[src/rtl/lprt_pkg.sv]
package lprt_pkg;

  typedef enum logic [1:0] {
    ST_IDLE  = 2'd0,
    ST_COUNT = 2'd1,
    ST_PULSE = 2'd2,
    ST_WAIT  = 2'd3
  } lprt_state_e;

  function automatic int unsigned max_u(input int unsigned a, input int unsigned b);
    return (a > b) ? a : b;
  endfunction

endpackage

[src/rtl/lprt_sync.sv]
module lprt_sync #(
  parameter int unsigned STAGES  = 2,
  parameter logic        RST_VAL = 1'b1
) (
  input  logic clk_i,
  input  logic rst_n_i,
  input  logic d_i,
  output logic q_o
);

  logic [STAGES-1:0] sh_q;

  generate
    if (STAGES == 1) begin : g_one
      always_ff @(posedge clk_i or negedge rst_n_i) begin
        if (!rst_n_i) sh_q <= RST_VAL;
        else          sh_q <= d_i;
      end
    end else begin : g_chain
      always_ff @(posedge clk_i or negedge rst_n_i) begin
        if (!rst_n_i) sh_q <= {STAGES{RST_VAL}};
        else          sh_q <= {sh_q[STAGES-2:0], d_i};
      end
    end
  endgenerate

  assign q_o = sh_q[STAGES-1];

endmodule

[src/rtl/lprt_mode.sv]
module lprt_mode (
  input  logic clk_i,
  input  logic rst_n_i,
  input  logic sel_i,
  input  logic btn_hi_i,
  output logic mode_o,
  output logic primed_o
);

  logic mode_q;
  logic primed_q;
  logic load_en;

  // first cycle after reset captures the strap; afterwards only while released
  assign load_en = ~primed_q | btn_hi_i;

  always_ff @(posedge clk_i or negedge rst_n_i) begin
    if (!rst_n_i) begin
      mode_q   <= 1'b0;
      primed_q <= 1'b0;
    end else begin
      primed_q <= 1'b1;
      if (load_en) mode_q <= sel_i;
    end
  end

  assign mode_o   = mode_q;
  assign primed_o = primed_q;

endmodule

[src/rtl/lprt_fsm.sv]
module lprt_fsm
  import lprt_pkg::*;
#(
  parameter int unsigned HOLD_CYC  = 1250000000,
  parameter int unsigned PULSE_CYC = 66250000
) (
  input  logic        clk_i,
  input  logic        rst_n_i,
  input  logic        btn_hi_i,
  input  logic        test_i,
  output lprt_state_e state_o,
  output logic        rst_n_o
);

  localparam int unsigned MAXC = max_u(HOLD_CYC, PULSE_CYC);
  localparam int unsigned CW   = $clog2(MAXC + 1);
  localparam logic [CW-1:0] HOLD_LAST  = CW'(HOLD_CYC - 1);
  localparam logic [CW-1:0] PULSE_LAST = CW'(PULSE_CYC - 1);
  localparam logic [CW-1:0] ONE        = CW'(1);

  lprt_state_e   state_q, state_d;
  logic [CW-1:0] cnt_q, cnt_d;

  always_comb begin
    state_d = state_q;
    cnt_d   = cnt_q;
    unique case (state_q)
      ST_IDLE: begin
        cnt_d = '0;
        if (!btn_hi_i) begin
          if (test_i || (HOLD_CYC == 1)) begin
            state_d = ST_PULSE;
          end else begin
            state_d = ST_COUNT;
            cnt_d   = ONE;
          end
        end
      end
      ST_COUNT: begin
        if (btn_hi_i) begin
          state_d = ST_IDLE;
          cnt_d   = '0;
        end else if (test_i || (cnt_q == HOLD_LAST)) begin
          state_d = ST_PULSE;
          cnt_d   = '0;
        end else begin
          cnt_d = cnt_q + ONE;
        end
      end
      ST_PULSE: begin
        if (cnt_q == PULSE_LAST) begin
          cnt_d   = '0;
          state_d = btn_hi_i ? ST_IDLE : ST_WAIT;
        end else begin
          cnt_d = cnt_q + ONE;
        end
      end
      ST_WAIT: begin
        if (btn_hi_i) state_d = ST_IDLE;
      end
      default: begin
        state_d = ST_IDLE;
        cnt_d   = '0;
      end
    endcase
  end

  always_ff @(posedge clk_i or negedge rst_n_i) begin
    if (!rst_n_i) begin
      state_q <= ST_IDLE;
      cnt_q   <= '0;
    end else begin
      state_q <= state_d;
      cnt_q   <= cnt_d;
    end
  end

  assign state_o = state_q;
  assign rst_n_o = (state_q != ST_PULSE);

endmodule

[src/rtl/lp_reset_timer.sv]
module lp_reset_timer
  import lprt_pkg::*;
#(
  parameter int unsigned HOLD_CYC    = 1250000000,
  parameter int unsigned PULSE_CYC   = 66250000,
  parameter int unsigned SYNC_STAGES = 2
) (
  input  logic clk_i,
  input  logic rst_n_i,
  input  logic btn_n_i,
  input  logic mode_sel_i,
  output logic rst_out_n_o
);

  logic        rst_sync_n;
  logic        btn_hi;
  logic        test_mode;
  logic        mode_primed;
  lprt_state_e fsm_state;

  lprt_sync #(.STAGES(2), .RST_VAL(1'b0)) u_rsync (
    .clk_i   (clk_i),
    .rst_n_i (rst_n_i),
    .d_i     (1'b1),
    .q_o     (rst_sync_n)
  );

  lprt_sync #(.STAGES(SYNC_STAGES), .RST_VAL(1'b1)) u_bsync (
    .clk_i   (clk_i),
    .rst_n_i (rst_sync_n),
    .d_i     (btn_n_i),
    .q_o     (btn_hi)
  );

  lprt_mode u_mode (
    .clk_i    (clk_i),
    .rst_n_i  (rst_sync_n),
    .sel_i    (mode_sel_i),
    .btn_hi_i (btn_hi),
    .mode_o   (test_mode),
    .primed_o (mode_primed)
  );

  lprt_fsm #(.HOLD_CYC(HOLD_CYC), .PULSE_CYC(PULSE_CYC)) u_fsm (
    .clk_i    (clk_i),
    .rst_n_i  (rst_sync_n),
    .btn_hi_i (btn_hi),
    .test_i   (test_mode),
    .state_o  (fsm_state),
    .rst_n_o  (rst_out_n_o)
  );

endmodule

[config.mk]
export PLATFORM = sky130hd
export DESIGN_NAME = lp_reset_timer
export DESIGN_NICKNAME = d
export VERILOG_FILES = /design/src/rtl/lprt_pkg.sv /design/src/rtl/lprt_sync.sv /design/src/rtl/lprt_mode.sv /design/src/rtl/lprt_fsm.sv /design/src/rtl/lp_reset_timer.sv
export SDC_FILE = /design/constraint.sdc
export NUM_CORES = 1
export LEC_CHECK = 0
export ABC_AREA = 1
export ABC_CLOCK_PERIOD_IN_PS = 1400
export BUFFER_PORTS_ARGS = -buffer_cell sky130_fd_sc_hd__clkbuf_2
export CAP_MARGIN = 20
export CORE_ASPECT_RATIO = 1.25
export CORE_MARGIN = 2
export CORE_UTILIZATION = 30
export DETAILED_ROUTE_END_ITERATION = 10
export GPL_TIMING_DRIVEN = 0
export PLACE_DENSITY_LB_ADDON = 0.08
export SYNTH_ARGS = -nofsm -noshare
export SYNTH_HDL_FRONTEND = slang
export SYNTH_SLANG_ARGS = --single-unit
[constraint.sdc]
create_clock -name clk_i -period 1.4 [get_ports clk_i]
set_input_delay 0.14 -clock clk_i [delete_from_list [all_inputs] [get_ports clk_i]]
set_output_delay 0.14 -clock clk_i [all_outputs]
set_load 0.02 [all_outputs]
Yosys cells after proc, flatten, opt, wreduce, memory -nomap -nowiden

Cells that the tools add are included.
Widths: inputs -> output; s select.

Bits in registers: 39
Latch bits: 0
Bits in writable memories: 0
Memory bits (read-only): 0
Input port bits: 4
Output and inout bits: 1
Memories kept: 0

Add/subtract/negate cells: 1
$mul: 0
Div/mod/pow operators: 0
Magnitude comparators: 0
Eq/ne operators: 10
Shift-type cells: 0
Mux-type cells: 14
Bitwise operators: 2
Reduce and logical (&&, ||, !) cells: 4

Operator list:

| kind                  | count |
|---|---|
| $mux 31               | 4 |
| $pmux 31 s3           | 1 |
| $add 31x1->31 const B | 1 |
| $eq 31x26->1 const B  | 1 |
| $eq 31x31->1 const B  | 1 |
| $mux 2                | 7 |
| $pmux 2 s4            | 1 |
| $ne 2x2->1 const B    | 3 |
| $eq 2x2->1 const B    | 2 |
| $reduce_and 4->1      | 1 |
| $ne 3x2->1 const B    | 1 |
| $reduce_bool 3->1     | 1 |
| $eq 2x1->1 const B    | 1 |
| $logic_not 2->1       | 1 |
| $ne 2x1->1 const B    | 1 |
| $logic_or 1x1->1      | 1 |
| $mux 1                | 1 |
| $not 1->1             | 1 |
| $or 1x1->1            | 1 |

Logic depth before layout (Yosys ltp)

Depth after elaboration: 5
Gate-level depth with buffers: 13
Depth with buffers taken out: 12

Modules after synthesis

A second synthesis with hierarchy kept.

Cells, all modules: 377
Area, all modules: 2688.8 µm²

By module, submodules not included:

| module              | instances | cells an instance | area an instance (µm²) | sequential area each (µm²) |
|---|---|---|---|---|
| lprt_fsm            | 1         | 364               | 2508.7                 | 825.8 |
| lprt_mode           | 1         | 8                 | 73.8                   | 50.0 |
| lprt_sync (u_bsync) | 1         | 2                 | 52.6                   | 52.6 |
| lprt_sync (u_rsync) | 1         | 2                 | 50.0                   | 50.0 |
| lp_reset_timer      | 1         | 1                 | 3.8                    | 0.0 |

Worst setup path before layout

Ideal clock, no wire load.

Path kind: register to register
Start: reg u_fsm.cnt_q[0]
End: reg u_fsm.cnt_q[23]
Library setup time: 119 ps
Arrival time: 1427 ps
Path slack: -146 ps
Cell stages (with the launch flop): 12
Path buffers: 1
Period minus slack after synthesis: 1546 ps
Cells stage by stage: dfrtp_1 -> ha_1 -> nand2_2 -> nor2_4 -> nand3_1 -> nor2_1 -> nand2_1 -> nand2_2 -> nand2_4 -> nand2_4 -> buf_12 -> o21ai_2

Cells in the longest elaborated chain, start to end: 5
Elaborated cells on any way between the ends: 8
Classes of those cells: add/sub: 1; eq/ne: 2; mux: 4; reduce/logical: 1

RTL lines:

| element                                               | RTL line       | RTL |
|---|---|---|
| from (decl)                                           | lprt_fsm.sv:22 | `logic [CW-1:0] cnt_q, cnt_d;` |
| from (signal assigned)                                | lprt_fsm.sv:74 | `cnt_q <= cnt_d;` |
| branches (longest 4 deep; another with $add 31x1->31) | -              |  |
| $pmux 31 s3 *                                         | lprt_fsm.sv:27 | `unique case (state_q)` |

Mark *: on every way between the ends.
A chain may end at the register's enable or synchronous reset.

Worst setup path after layout

Ends and elaborated chain as after synthesis.

==> flow_summary_export.csv <==
group,metric,value,unit
outcome,status,"finished with violations",
outcome,violations,"negative setup slack",
drt,vias,2309,
synthesis,netlist_instances,368,
synthesis,ys.flop_type,"dfrtp_1",
setup_path,cp.arrival,1.83,ns
synthesis,syn_area,0.00268,mm2
synthesis,synth_top_area_share,34.6,%
global_route,grt.overflow.total,0,
global_route,grtUsageMet1,20.1,%
synthesis,synth_top_cell_by_area,"dfrtp_1",
layout,multi_input_comb_area,0.00156,mm2
layout,antennaDiodeCount,0,
die,pin_count,5,
layout,seqCellArea,986,um2
global_route,track_usage,15.8,%
setup_path,end_kind,"flip-flop",
drt,routed_wl,6880,um
clock_tree,clock_path_buffers,2,
setup_path,required,1.58,ns
setup_path,worst_path_max_delay_cell,"dfrtp_2",
die,die_y,110,um
global_route,grtUsageMet3,2.63,%
placed_design,port_buffers,4,
synthesis,synth.avg_cell_area,7.28,um2
setup_path,critPathBufInv,2,
synthesis,yosysWarnings,0,
timing,slew_viol_final,0,
drt,via_per_inst,4.47,
drt,drc_errors,0,
global_route,grt_max_degree,22,
die,die_area,0.00971,mm2
global_route,grt_pass1_vias,2251,
layout,fin_nets,405,
synthesis,synth-async-reset-ratio,100,%
die,initial_core_util,30.8,%
synthesis,yosysSeqAreaShare,36.5,%
synthesis,synth_area_leaders,"dfrtp_1 35%, nand2_1 18%, o21ai_2 6.5%",
setup_path,cp_top_family,"simple AND/OR/NAND/NOR gates",
die,fp.dieW,88.5,um
timing,tightest_slew,0.559,ns
global_route,grt_pass1_wl,11500,um
clock_tree,cts.sinks,39,
placed_design,place_area,0.00289,mm2
timing,tns,-7.14,ns
timing,setup_viol,33,
global_route,busiest_layer,"met2",
layout,final_util,37.0,%
timing,finalCritPeriodShare,118,%
setup_path,path_cells,"buf_4 -> nand3_2 -> nor2_4 -> buf_6 -> nand2_2 -> nor2_4 -> nand2_1 -> xor2_1 -> o21ai_2",
timing,postLayoutSetupSlackWorst,-0.249,ns
global_route,antenna_found_initial,0,
timing,hold_violations,0,
die,coreArea,0.00870,mm2
timing,fin_worst_skew,0.0142,ns
layout,drive_gt1_share,22.7,%
timing,fmax,0.606,GHz
clock_tree,cts.root.buffer_cell,"clkbuf_8",
synthesis,ys_ff_latch,39,
timing,finalCriticalPeriod,1.65,ns
clock_tree,clk_latency,0.30,ns
timing,relSlewSlack,62.5,%
clock_tree,cts_buffers,5,
placed_design,dpl.hpwl,5150,um
synthesis,synth_cell_types,30,
clock_tree,clkTransAtPathRegs,0.07,ns
setup_path,crit_top_cell,"nor2_4",
pwr,p_leak,1.37,nW
pwr,finalPower,3.48,mW
clock_tree,h-tree-depth,2,
setup_path,worstSetupStartpointType,"flip-flop",
placed_design,globalplace.congestion,0.831,
setup_path,slowest_delay,0.39,ns
layout,n_fill_cell,922,
die,rows,38,
drt,routedWlPerCell,13.3,um
layout,area_delta_synth_final,20.2,%
global_route,met2_usage,27.5,%
drt,ant_nets,0,
setup_path,path_class,"flip-flop to flip-flop",
synthesis,synth_edf_count,0,
pwr,vdd_drop_max,0.891,mV
hold_path,hold_class,"primary input to flip-flop",
run,drv_cap,0,
pwr,cellPowerDensity,1080,mW/mm2
drt,drt-pass1-iter-count,4,
layout,design_area,0.00322,mm2
drt,drtIter0Drc,118,
setup_path,critPathMaxFanout,7,
timing,rsz0062_at_grt,"yes",
clock_tree,cts_tree,"yes",
[cells by family after synthesis]
group	after synthesis	synth area share, %
and+or+nand+nor	225	37.4
DFF	39	36.5
AOI/OAI and AO/OA	28	8.22
other	1	0.140
adders and majority gates	6	2.80
xor gates and xnor gates	19	6.21
buffers and inverters	50	8.69
[layout by cell type (no fill, tap or decap), types with 2 or more instances in the layout]
cell type | synthesis | routed
a21oi_1 | 3 | 3
a31oi_1 | 2 | 2
buf_12 | 2 | 2
buf_16 | 0 | 2
buf_2 | 4 | 4
buf_4 | 0 | 7
buf_6 | 1 | 3
clkbuf_1 | 5 | 5
clkbuf_2 | 0 | 6
clkbuf_8 | 0 | 5
conb_1 | 1 | 2
dfrtp_1 | 37 | 31
dfrtp_2 | 0 | 6
dfstp_2 | 2 | 2
dlygate4sd3_1 | 0 | 2
ha_1 | 6 | 4
inv_1 | 38 | 36
inv_2 | 0 | 2
nand2_1 | 125 | 124
nand2_2 | 5 | 5
nand2_4 | 2 | 2
nand3_1 | 15 | 13
nand3_2 | 3 | 3
nand3_4 | 0 | 2
nand4_1 | 15 | 15
nor2_1 | 44 | 41
nor2_2 | 5 | 4
nor2_4 | 3 | 7
nor3_1 | 4 | 4
o21ai_2 | 20 | 20
xnor2_1 | 3 | 3
xor2_1 | 16 | 16
[stage by stage]
| step | instances | hold WS [ns] | setup WS [ns] |
|---|---|---|---|
| 2_1_floorplan | 369 | -0.156 | -0.142 |
| 3_3_place_gp | 493 | -0.0735 | -0.478 |
| 3_5_place_dp | 494 | -0.0730 | -0.469 |
| 4_1_cts | 512 | 0.106 | -0.281 |
| 5_1_grt | 516 | 0.124 | -0.349 |
| 6_report | 516 | 0.113 | -0.249 |
[cell usage after synthesis, types with 3 or more instances]
| cell type | n |
|---|---|
| o21ai_2 | 20 |
| a21oi_1 | 3 |
| nand4_1 | 15 |
| nor3_1 | 4 |
| inv_1 | 38 |
| nand3_2 | 3 |
| xnor2_1 | 3 |
| nand3_1 | 15 |
| dfrtp_1 | 37 |
| ha_1 | 6 |
| nand2_1 | 125 |
| nor2_2 | 5 |
| nor2_1 | 44 |
| xor2_1 | 16 |
| clkbuf_1 | 5 |
| nor2_4 | 3 |
| buf_2 | 4 |
| nand2_2 | 5 |
[power by group]
part | switching [mW] | internal (mW) | total (mW)
clock network | 0.408 | 0.355 | 0.763
registers | 0.0640 | 1.19 | 1.25
logic | 0.867 | 0.600 | 1.47
total | 1.34 | 2.14 | 3.48
[what timing repair did]
action	4_1_cts	5_1_grt
setup buffers	7	3
setup endpoints to repair	34	34
gates cloned	1	1
resized for setup	16	16
pin swaps	3	7
endpoints found under the hold margin	3	0
hold buffers	2	0
[sequential cells by signal, indices dropped and copies added, names as in the netlist]
register and count:
u_fsm.cnt_q 31, u_mode.mode_o 1, u_mode.primed_o 1, u_bsync.sh_q 2, u_fsm.state_o 2, u_rsync.sh_q 2
[worst min-delay path, delay by kind of cell]
kind            cells  cell delay, ns
compound gates      2            0.15
buf+inv             1            0.07
[final timing paths]
check                      depth (start not counted)         endpoint       startpoint  slack [ns]
min in group asynchronous                          2  u_rsync.sh_q[1]          rst_n_i        0.16
max in group asynchronous                          1  u_bsync.sh_q[0]  u_rsync.sh_q[1]        0.66
max                                                9  u_fsm.cnt_q[23]   u_fsm.cnt_q[0]       -0.25
min                                                3    u_mode.mode_o       mode_sel_i        0.11
min reg2reg                                        0   u_fsm.cnt_q[6]  u_rsync.sh_q[1]        0.20
max reg2reg                                        9  u_fsm.cnt_q[23]   u_fsm.cnt_q[0]       -0.25
[final cells by class]
| cell class | count | area share, % |
|---|---|---|
| multi-input cells | 280 | 48.3 |
| flip-flops and latches | 39 | 30.6 |
| repair buffers | 19 | 6.41 |
| well taps | 120 | 4.66 |
| inverters | 38 | 4.43 |
| plain buffers | 12 | 3.11 |
| clock buffers | 8 | 2.49 |
[routing by layer]
layer / vias to the layer above / share of wire, %
met5: - / 0
met4: 0 / 0.86
met3: 4 / 3.5
met2: 36 / 51
met1: 1067 / 44
li1: 1202 / -
No activity file was read; power rests on OpenSTA's default activity.
